--- src/rtl/supv_pkg.sv ---
package supv_pkg;

  typedef enum logic [1:0] {
    ST_UV  = 2'd0,
    ST_RST = 2'd1,
    ST_RUN = 2'd2
  } supv_state_e;

  localparam logic [1:0] KICK_LO = 2'b00;
  localparam logic [1:0] KICK_HI = 2'b01;

  // Counter width for a limit of n cycles (at least one bit).
  function automatic int cnt_w(input int n);
    return ($clog2(n) < 1) ? 1 : $clog2(n);
  endfunction

  // True when the kick code is a driven logic level.
  function automatic logic is_driven(input logic [1:0] code);
    return (code == KICK_LO) || (code == KICK_HI);
  endfunction

endpackage

--- src/rtl/supv_kick_detect.sv ---
module supv_kick_detect
  import supv_pkg::*;
(
  input  logic       clk,
  input  logic       por_n,
  input  logic [1:0] kick,
  output logic       kick_evt,
  output logic       kick_float
);

  logic [1:0] prev_code;

  always_ff @(posedge clk or negedge por_n) begin
    if (!por_n) prev_code <= 2'b10;
    else        prev_code <= kick;
  end

  assign kick_float = !is_driven(kick);
  assign kick_evt   = is_driven(kick) && is_driven(prev_code) && (kick != prev_code);

  // A kick never comes out of a floating sample.
  AST_NO_KICK_FROM_FLOAT: assert property (@(posedge clk) disable iff (!por_n)
    $past(kick_float) |-> !kick_evt);

endmodule

--- src/rtl/supv_timer.sv ---
module supv_timer
  import supv_pkg::*;
#(
  parameter int LIMIT = 8
) (
  input  logic clk,
  input  logic por_n,
  input  logic run,
  input  logic clr,
  output logic expire
);

  localparam int W = cnt_w(LIMIT);
  localparam logic [W-1:0] LAST = W'(LIMIT - 1);

  logic [W-1:0] count;

  assign expire = run && !clr && (count == LAST);

  always_ff @(posedge clk or negedge por_n) begin
    if (!por_n)            count <= '0;
    else if (!run || clr)  count <= '0;
    else if (expire)       count <= '0;
    else                   count <= count + 1'b1;
  end

  AST_NO_OVERFLOW: assert property (@(posedge clk) disable iff (!por_n)
    count <= LAST);

  AST_IDLE_CLEARS: assert property (@(posedge clk) disable iff (!por_n)
    !run |=> count == '0);

endmodule

--- src/rtl/supv_rst_wdog.sv ---
module supv_rst_wdog
  import supv_pkg::*;
#(
  parameter int RST_CYCLES = 16,
  parameter int WD_CYCLES  = 64
) (
  input  logic       clk,
  input  logic       por_n,
  input  logic       supply_ok,
  input  logic [1:0] kick,
  output logic       sys_rst_n,
  output logic       wd_flag_n
);

  supv_state_e state;
  logic        flag_q;
  logic        kick_evt;
  logic        kick_float;
  logic        rst_expire;
  logic        wd_expire;
  logic        rst_run;
  logic        wd_run;

  supv_kick_detect u_kick (
    .clk        (clk),
    .por_n      (por_n),
    .kick       (kick),
    .kick_evt   (kick_evt),
    .kick_float (kick_float)
  );

  assign rst_run = (state == ST_RST) && supply_ok;
  assign wd_run  = (state == ST_RUN) && supply_ok && !kick_float;

  supv_timer #(.LIMIT(RST_CYCLES)) u_rst_tmr (
    .clk    (clk),
    .por_n  (por_n),
    .run    (rst_run),
    .clr    (1'b0),
    .expire (rst_expire)
  );

  supv_timer #(.LIMIT(WD_CYCLES)) u_wd_tmr (
    .clk    (clk),
    .por_n  (por_n),
    .run    (wd_run),
    .clr    (kick_evt),
    .expire (wd_expire)
  );

  always_ff @(posedge clk or negedge por_n) begin
    if (!por_n) begin
      state  <= ST_UV;
      flag_q <= 1'b1;
    end else if (!supply_ok) begin
      state  <= ST_UV;
      flag_q <= 1'b1;
    end else begin
      unique case (state)
        ST_UV:  state <= ST_RST;
        ST_RST: if (rst_expire) state <= ST_RUN;
        ST_RUN: begin
          if (kick_evt) begin
            flag_q <= 1'b1;
          end else if (wd_expire) begin
            flag_q <= 1'b0;
            state  <= ST_RST;
          end
        end
        default: state <= ST_UV;
      endcase
    end
  end

  assign sys_rst_n = (state == ST_RUN);
  assign wd_flag_n = flag_q;

  AST_UV_FORCES: assert property (@(posedge clk) disable iff (!por_n)
    !supply_ok |=> (!sys_rst_n && wd_flag_n));

  AST_FLAG_WITH_RST: assert property (@(posedge clk) disable iff (!por_n)
    $fell(wd_flag_n) |-> $fell(sys_rst_n));

  AST_KICK_IGNORED: assert property (@(posedge clk) disable iff (!por_n)
    (!sys_rst_n && supply_ok) |=> wd_flag_n == $past(wd_flag_n));

  AST_KICK_CLEARS: assert property (@(posedge clk) disable iff (!por_n)
    (sys_rst_n && supply_ok && kick_evt) |=> (wd_flag_n && sys_rst_n));

  AST_FLOAT_HOLDS: assert property (@(posedge clk) disable iff (!por_n)
    (sys_rst_n && supply_ok && kick_float) |=> (sys_rst_n && wd_flag_n == $past(wd_flag_n)));

endmodule

--- config.mk ---
export PLATFORM = sky130hd
export DESIGN_NAME = supv_rst_wdog
export DESIGN_NICKNAME = d
export VERILOG_FILES = /design/src/rtl/supv_pkg.sv /design/src/rtl/supv_kick_detect.sv /design/src/rtl/supv_timer.sv /design/src/rtl/supv_rst_wdog.sv
export SDC_FILE = /design/constraint.sdc
export NUM_CORES = 1
export LEC_CHECK = 0
export BUFFER_PORTS_ARGS = -buffer_cell sky130_fd_sc_hd__buf_2
export CELL_PAD_IN_SITES_DETAIL_PLACEMENT = 0
export CELL_PAD_IN_SITES_GLOBAL_PLACEMENT = 2
export CORE_UTILIZATION = 38
export DETAILED_ROUTE_END_ITERATION = 8
export PLACE_DENSITY = 0.75
export SLEW_MARGIN = 20
export SYNTH_ARGS = -nofsm -noshare
export SYNTH_HDL_FRONTEND = slang
export SYNTH_HIERARCHICAL = 1
export SYNTH_SLANG_ARGS = --single-unit
export TNS_END_PERCENT = 50
--- constraint.sdc ---
create_clock -name clk -period 2.45 [get_ports clk]
set_input_delay 0.245 -clock clk [delete_from_list [all_inputs] [get_ports clk]]
set_output_delay 0.245 -clock clk [all_outputs]
set_load 0.01 [all_outputs]
Word level (Yosys, flattened, before mapping). Index checks and enable logic that the tools add are counted.

$add $sub $neg: 2. Divide/modulo/power cells: 0. Shift-type cells: 0. Eq/ne operators: 12. $lt $le $gt $ge: 0. Multiply operators: 0. Mux-type cells: 13. Reduce and logical (&&, ||, !) cells: 18. Bitwise gates (word level): 0.

Operators by type and width (count): $mux 6 (2); $logic_and 1x1->1 (8); $mux 2 (4); $mux 4 (2); $add 6x1->6 const B (1); $eq 2x1->1 const B (3); $eq 6x6->1 const B (1); $logic_not 2->1 (3); $ne 3x3->1 const B (2); $pmux 2 s3 (1); $add 4x1->4 const B (1); $eq 4x4->1 const B (1); $mux 1 (4); $logic_or 1x1->1 (3); $ne 3x1->1 const B (1); $ne 3x2->1 const B (1); $reduce_and 3->1 (1); $eq 2x2->1 const B (1); $logic_not 1->1 (2); $ne 2x1->1 const B (1); $ne 2x2->1 (1); $reduce_and 2->1 (1).

Register bits after elaboration: 15. Memories kept: 0. Memory bits (read-only): 0. Bits in latches: 0. Output and inout bits: 2. Input port bits: 5. Memory bits (writable): 0. Logic and storage cells: 50.

Longest topological paths before layout.
Depth in word-level cells: 11. Depth in mapped cells: 7. Mapped depth without buffers: 7.

Modules after synthesis. Netlist, hierarchy kept.

Modules (own cells, without submodules): supv_timer at u_wd_tmr (instances 1, sequential area each 150.1 um^2, area an instance 282.8 um^2, cells each 27); supv_timer at u_rst_tmr (instances 1, sequential area each 100.1 um^2, area an instance 177.7 um^2, cells each 16); supv_rst_wdog (instances 1, sequential area each 76.3 um^2, area an instance 162.7 um^2, cells each 19); supv_kick_detect (instances 1, sequential area each 51.3 um^2, area an instance 73.8 um^2, cells each 5).

Least setup slack after synthesis. Ideal clock, no wire load.

Path kind: reg2reg. Start point: reg state[0]. End point: reg flag_q (netlist: wd_flag_n). Buffers on the path: 0. Arrival time: 1573 ps. Data required time: 2367 ps. Setup slack: 794 ps. Library setup time: 83 ps. Cell stages (with the launch flop): 7. Period minus slack after synthesis: 1656 ps. Cell sequence: dfrtp_1 -> nor2b_2 -> nor3b_1 -> nand2b_1 -> nor3_1 -> nand2_1 -> a221o_1.

Longest elaborated chain between the ends: 7. Elaborated cells on any way between the ends: 8. Those cells by class: 3 x eq/ne; 5 x reduce/logical.

Ends and longest elaborated chain: from (decl) (line supv_rst_wdog.sv:15) `supv_state_e state;`; from (signal assigned) (line supv_rst_wdog.sv:53) `state <= ST_UV;`; from (signal assigned) (line supv_rst_wdog.sv:56) `state <= ST_UV;`; from (signal assigned) (line supv_rst_wdog.sv:60) `ST_UV: state <= ST_RST;`; $eq 2x2->1; named net sys_rst_n (line supv_rst_wdog.sv:11) `output logic sys_rst_n,`; $logic_and 1x1->1 (2 in series) (line supv_rst_wdog.sv:33) `assign wd_run = (state == ST_RUN) && supply_ok && !kick_float;`; named net wd_run (line supv_rst_wdog.sv:22) `logic wd_run;`; $logic_and 1x1->1 (2 in series) (line supv_timer.sv:18) `assign expire = run && !clr && (count == LAST);`; named net wd_expire (line supv_rst_wdog.sv:20) `logic wd_expire;`; $ne 3x1->1 (no source line); $reduce_and 2->1 (no source line); to (signal assigned) (line supv_rst_wdog.sv:54) `flag_q <= 1'b1;`; to (signal assigned) (line supv_rst_wdog.sv:57) `flag_q <= 1'b1;`; to (signal assigned) (line supv_rst_wdog.sv:64) `flag_q <= 1'b1;`; to (decl) (line supv_rst_wdog.sv:16) `logic flag_q;`.

The timed path passes the listed nets, and every way through them passes these cells. A chain may end at the register's enable or synchronous reset.

Worst setup path after layout.
Start point: reg state[0]. End point: reg flag_q (netlist: wd_flag_n).

Longest elaborated chain between the ends: 7. Elaborated cells on any way between the ends: 8. Those cells by class: 3 x eq/ne; 5 x reduce/logical.

Ends and longest elaborated chain (line): $eq 2x2->1 (supv_rst_wdog.sv:33); $logic_and 1x1->1 (2 in series) (supv_rst_wdog.sv:33); named net wd_run (supv_rst_wdog.sv:22); $logic_and 1x1->1 (2 in series) (supv_timer.sv:18); named net wd_expire (supv_rst_wdog.sv:20); $ne 3x1->1 (no source line); $reduce_and 2->1 (no source line).

The timed path passes the listed nets, and every way through them passes these cells.

==> results.txt <==
- Along the worst hold path, the cell count comes to 1.
- Clock H-tree levels: 1
- In this run the critical register-to-register path is captured at wd_flag_n$_DFFE_PN1P_.
- Clock slew seen by the registers of the worst setup and hold paths: 0.09 ns
- The number of max-slew violations in the final report came to 0.
* Final period demand of the worst path: 1.832 ns
- In this run the critical register-to-register path is launched from state[0]$_DFFE_PN0P_.
- sky130_fd_sc_hd__dfrtp_1 takes more of the synthesized area than any other cell.
- Along the worst path, the maximum fanout reaches 5.
- Setup repair after global routing left no endpoint under its margin.
- Final sum of negative setup slack: 0 ns
- Maximum number of pins on one net before global-route repair: 16
- Post-cts resize count: 0
- Depth of the most critical reg-to-reg path: 6
- Global-route wire length before repair: 1925 µm
- Routability cong.: 0.6889
- # fillers: 176
- The via count of the first global-routing pass is 426.
- DRC violations left: 0
- Sequential area share after synthesis: 0.5422
- The die is 44.83 µm wide.
- The worst setup path is of the reg -> reg kind.
- Number of antenna violations at the first check in global routing: 0
* Slack of the worst reg-to-reg path: 0.62 ns
- Of the cells placed in the final design, the portion with a size suffix greater than 1 is 0.2078.
- TritonCTS built the clock tree.
- IR drop worst, VDD: 0.2383 mV
- Flop and latch count out of synthesis: 15
- Reg area: 377.9 µm²
- Maximum capacitance violations: 0
- The initial utilization of the core area, before any placement, comes to 0.4036.
* Count of input and output buffers: 6
- Nature of the critical path startpoint: flop
- The detailed router finished its first iteration with 7 violations.
* Start point of the worst hold path: kick[1]
* I/O Pins: 7
* Lkg Pwr: 0.3360 nW
- Averaged over all synthesized cells, the footprint is 10.40 µm².
- STA puts the critical path data required time at 2.66 ns.
- The die covers 2009 µm².
- For this run the aggregate overflow at the end of global routing stands at 0.
- The area growth from synthesis to layout is 13.46%.
- Placeable core area: 1727 µm²
* # Post-CTS Setup Buffers: 0
- Area of the mapped netlist: 696.9 µm²
* Post-detailed-routing wire length: 1135 µm
* Outcome: finished, final reports clean
- Share of the clock period used by the worst path: 0.7477
- Largest cells by area after synthesis: sky130_fd_sc_hd__dfrtp_1 (47%), sky130_fd_sc_hd__dfstp_2 (7.5%), sky130_fd_sc_hd__nor2_1 (5.4%), sky130_fd_sc_hd__xnor2_1 (3.8%), sky130_fd_sc_hd__ha_1 (3.6%)
* Worst min-delay path category: in -> reg
* Power per cell area: 519.6 nW/µm²
* Ant diodes: 0
- Clk_skew: 0.001438 ns
* Maximum clock path buffer count: 2
- Syn Nets: 74
- Fin nets: 85
- Vias per cell: 4.627
* Total design power: 0.4109 mW
* YS warnings: 6
- The worst hold path terminates at u_kick/prev_code[1]$_DFF_PN1_.
- WHS: 0.08605 ns
- Derived from the worst setup path, the maximum achievable clock frequency is 545.9 MHz.
* Number of cells produced by synthesis: 67
- Number of rows created at floorplan: 15
- Setup violations remaining at the end of the flow were counted as 0.
- In this run, CTS created clock tree buffers numbering 3.
- Clk Latency, worst-skew pair: 0.27 ns
- Area occupied by multi-input gates: 304.0 µm²
- The routed layout has 472 vias.
* Detailed-router iteration count before antenna repair: 4
* Number of clock sinks: 15
- Clock root buffer: sky130_fd_sc_hd__clkbuf_4
- Number of distinct library cells after synthesis: 30
- Global routing usage summed across all routing layers: 0.1386
- Detailed placement finished with a half-perimeter wire length of 815.9 µm.
- Measured along the y axis, the die boundary spans 44.83 µm.
- Proportion of netlist area held by the largest area contributor: 0.4668
* Antenna Violating Nets Remaining: 0
* Arrival time at the worst endpoint: 2.04 ns
- Post-DR wirelength/cell: 11.13 µm
- The worst setup path is captured at a flop.
* Final Hold Fails: 0
cell type report:
class,instances,area share
clock buffers,4,0.03323
inverters,3,0.01424
multi-input cells,48,0.3845
flip-flops and latches,15,0.4778
well taps,25,0.03956
repair buffers,7,0.05063
worst max-delay path: stages (launching register included):
cell	delay, ns
sky130_fd_sc_hd__dfrtp_1	0.43
sky130_fd_sc_hd__nor2b_2	0.20
sky130_fd_sc_hd__nor3b_1	0.25
sky130_fd_sc_hd__nand2b_1	0.14
sky130_fd_sc_hd__nor3_1	0.36
sky130_fd_sc_hd__nand2_1	0.08
sky130_fd_sc_hd__a221o_1	0.30
cells by family after synthesis:
kind of cell	share of synthesized area
simple gates	0.2370
flops	0.5422
compound gates	0.09516
xor+xnor	0.06285
buf+inv	0.02154
fa+ha+maj	0.03590
other cells	0.005381
routing by layer:
layer / up-vias / GRT usage / wire (µm)
met5: - / 0 / 0
met4: 0 / 0.07273 / 10
met3: 2 / 0.03600 / 30
met2: 6 / 0.1824 / 477
met1: 219 / 0.2061 / 616
li1: 245 / - / -
state kept, by name (all words and copies together), names as in the netlist:
register / count
u_wd_tmr/count: 6
u_rst_tmr/count: 4
wd_flag_n: 1
u_kick/prev_code: 2
state: 2
synth_stat cells:
cell type / number
sky130_fd_sc_hd__inv_1: 3
sky130_fd_sc_hd__nand3b_1: 1
sky130_fd_sc_hd__nand2b_1: 2
sky130_fd_sc_hd__o21ai_1: 1
sky130_fd_sc_hd__clkbuf_1: 1
sky130_fd_sc_hd__xnor2_1: 3
sky130_fd_sc_hd__or3_1: 1
sky130_fd_sc_hd__conb_1: 1
sky130_fd_sc_hd__ha_1: 2
sky130_fd_sc_hd__nand3_2: 1
sky130_fd_sc_hd__nor3_1: 1
sky130_fd_sc_hd__a221o_1: 1
sky130_fd_sc_hd__a311oi_1: 1
sky130_fd_sc_hd__o21ai_0: 2
sky130_fd_sc_hd__nor2_1: 10
sky130_fd_sc_hd__nor3_2: 1
sky130_fd_sc_hd__a31oi_1: 1
sky130_fd_sc_hd__a21oi_2: 1
sky130_fd_sc_hd__nand2_2: 1
sky130_fd_sc_hd__nor2b_1: 1
sky130_fd_sc_hd__dfrtp_1: 13
sky130_fd_sc_hd__nand3_1: 3
sky130_fd_sc_hd__dfstp_2: 2
sky130_fd_sc_hd__nand2_1: 3
sky130_fd_sc_hd__and2_1: 1
sky130_fd_sc_hd__nor2b_2: 1
sky130_fd_sc_hd__a21o_1: 1
sky130_fd_sc_hd__xor2_1: 2
sky130_fd_sc_hd__nor3b_1: 3
sky130_fd_sc_hd__a21oi_1: 2
worst max-delay path by stage:
stage	start	cells after the start	endpoint
after detailed placement	state[0]$_DFFE_PN0P_	6	wd_flag_n$_DFFE_PN1P_
after CTS	state[0]$_DFFE_PN0P_	6	wd_flag_n$_DFFE_PN1P_
after global placement	state[0]$_DFFE_PN0P_	6	wd_flag_n$_DFFE_PN1P_
final	state[0]$_DFFE_PN0P_	6	wd_flag_n$_DFFE_PN1P_
after global routing	state[0]$_DFFE_PN0P_	7	state[0]$_DFFE_PN0P_
after floorplan	state[0]$_DFFE_PN0P_	6	wd_flag_n$_DFFE_PN1P_
repair_timing:
item                                   CTS  global route
setup endpoints to repair                0             0
hold buffers                             1             0
endpoints found under the hold margin   13             0
where the power goes:
| part | switching (mW) | internal, mW | total (mW) |
|---|---|---|---|
| logic | 0.0115 | 0.00689 | 0.0183 |
| registers | 0.00280 | 0.251 | 0.254 |
| clock network | 0.0753 | 0.0630 | 0.138 |
placed cells by master (no fill, tap or decap), types with 3 or more instances in the layout:
master	instances
sky130_fd_sc_hd__buf_2	6
sky130_fd_sc_hd__clkbuf_4	3
sky130_fd_sc_hd__dfrtp_1	13
sky130_fd_sc_hd__inv_1	3
sky130_fd_sc_hd__nand2_1	3
sky130_fd_sc_hd__nand3_1	3
sky130_fd_sc_hd__nor2_1	10
sky130_fd_sc_hd__nor3b_1	3
sky130_fd_sc_hd__xnor2_1	3
metrics by stage:
stage / util / std cells / instance area [µm²] / setup WS (ns)
after global placement: 0.4370 / 97 / 754.5 / 0.6185
after floorplan: - / 67 / 696.9 / 0.7936
after detailed placement: 0.4370 / 97 / 754.5 / 0.6425
after global routing: 0.4580 / 102 / 790.8 / 0.4395
after CTS: 0.4580 / 102 / 790.8 / 0.6220
final: 0.4580 / 102 / 790.8 / 0.6182
(Power assumes the default switching activity.)
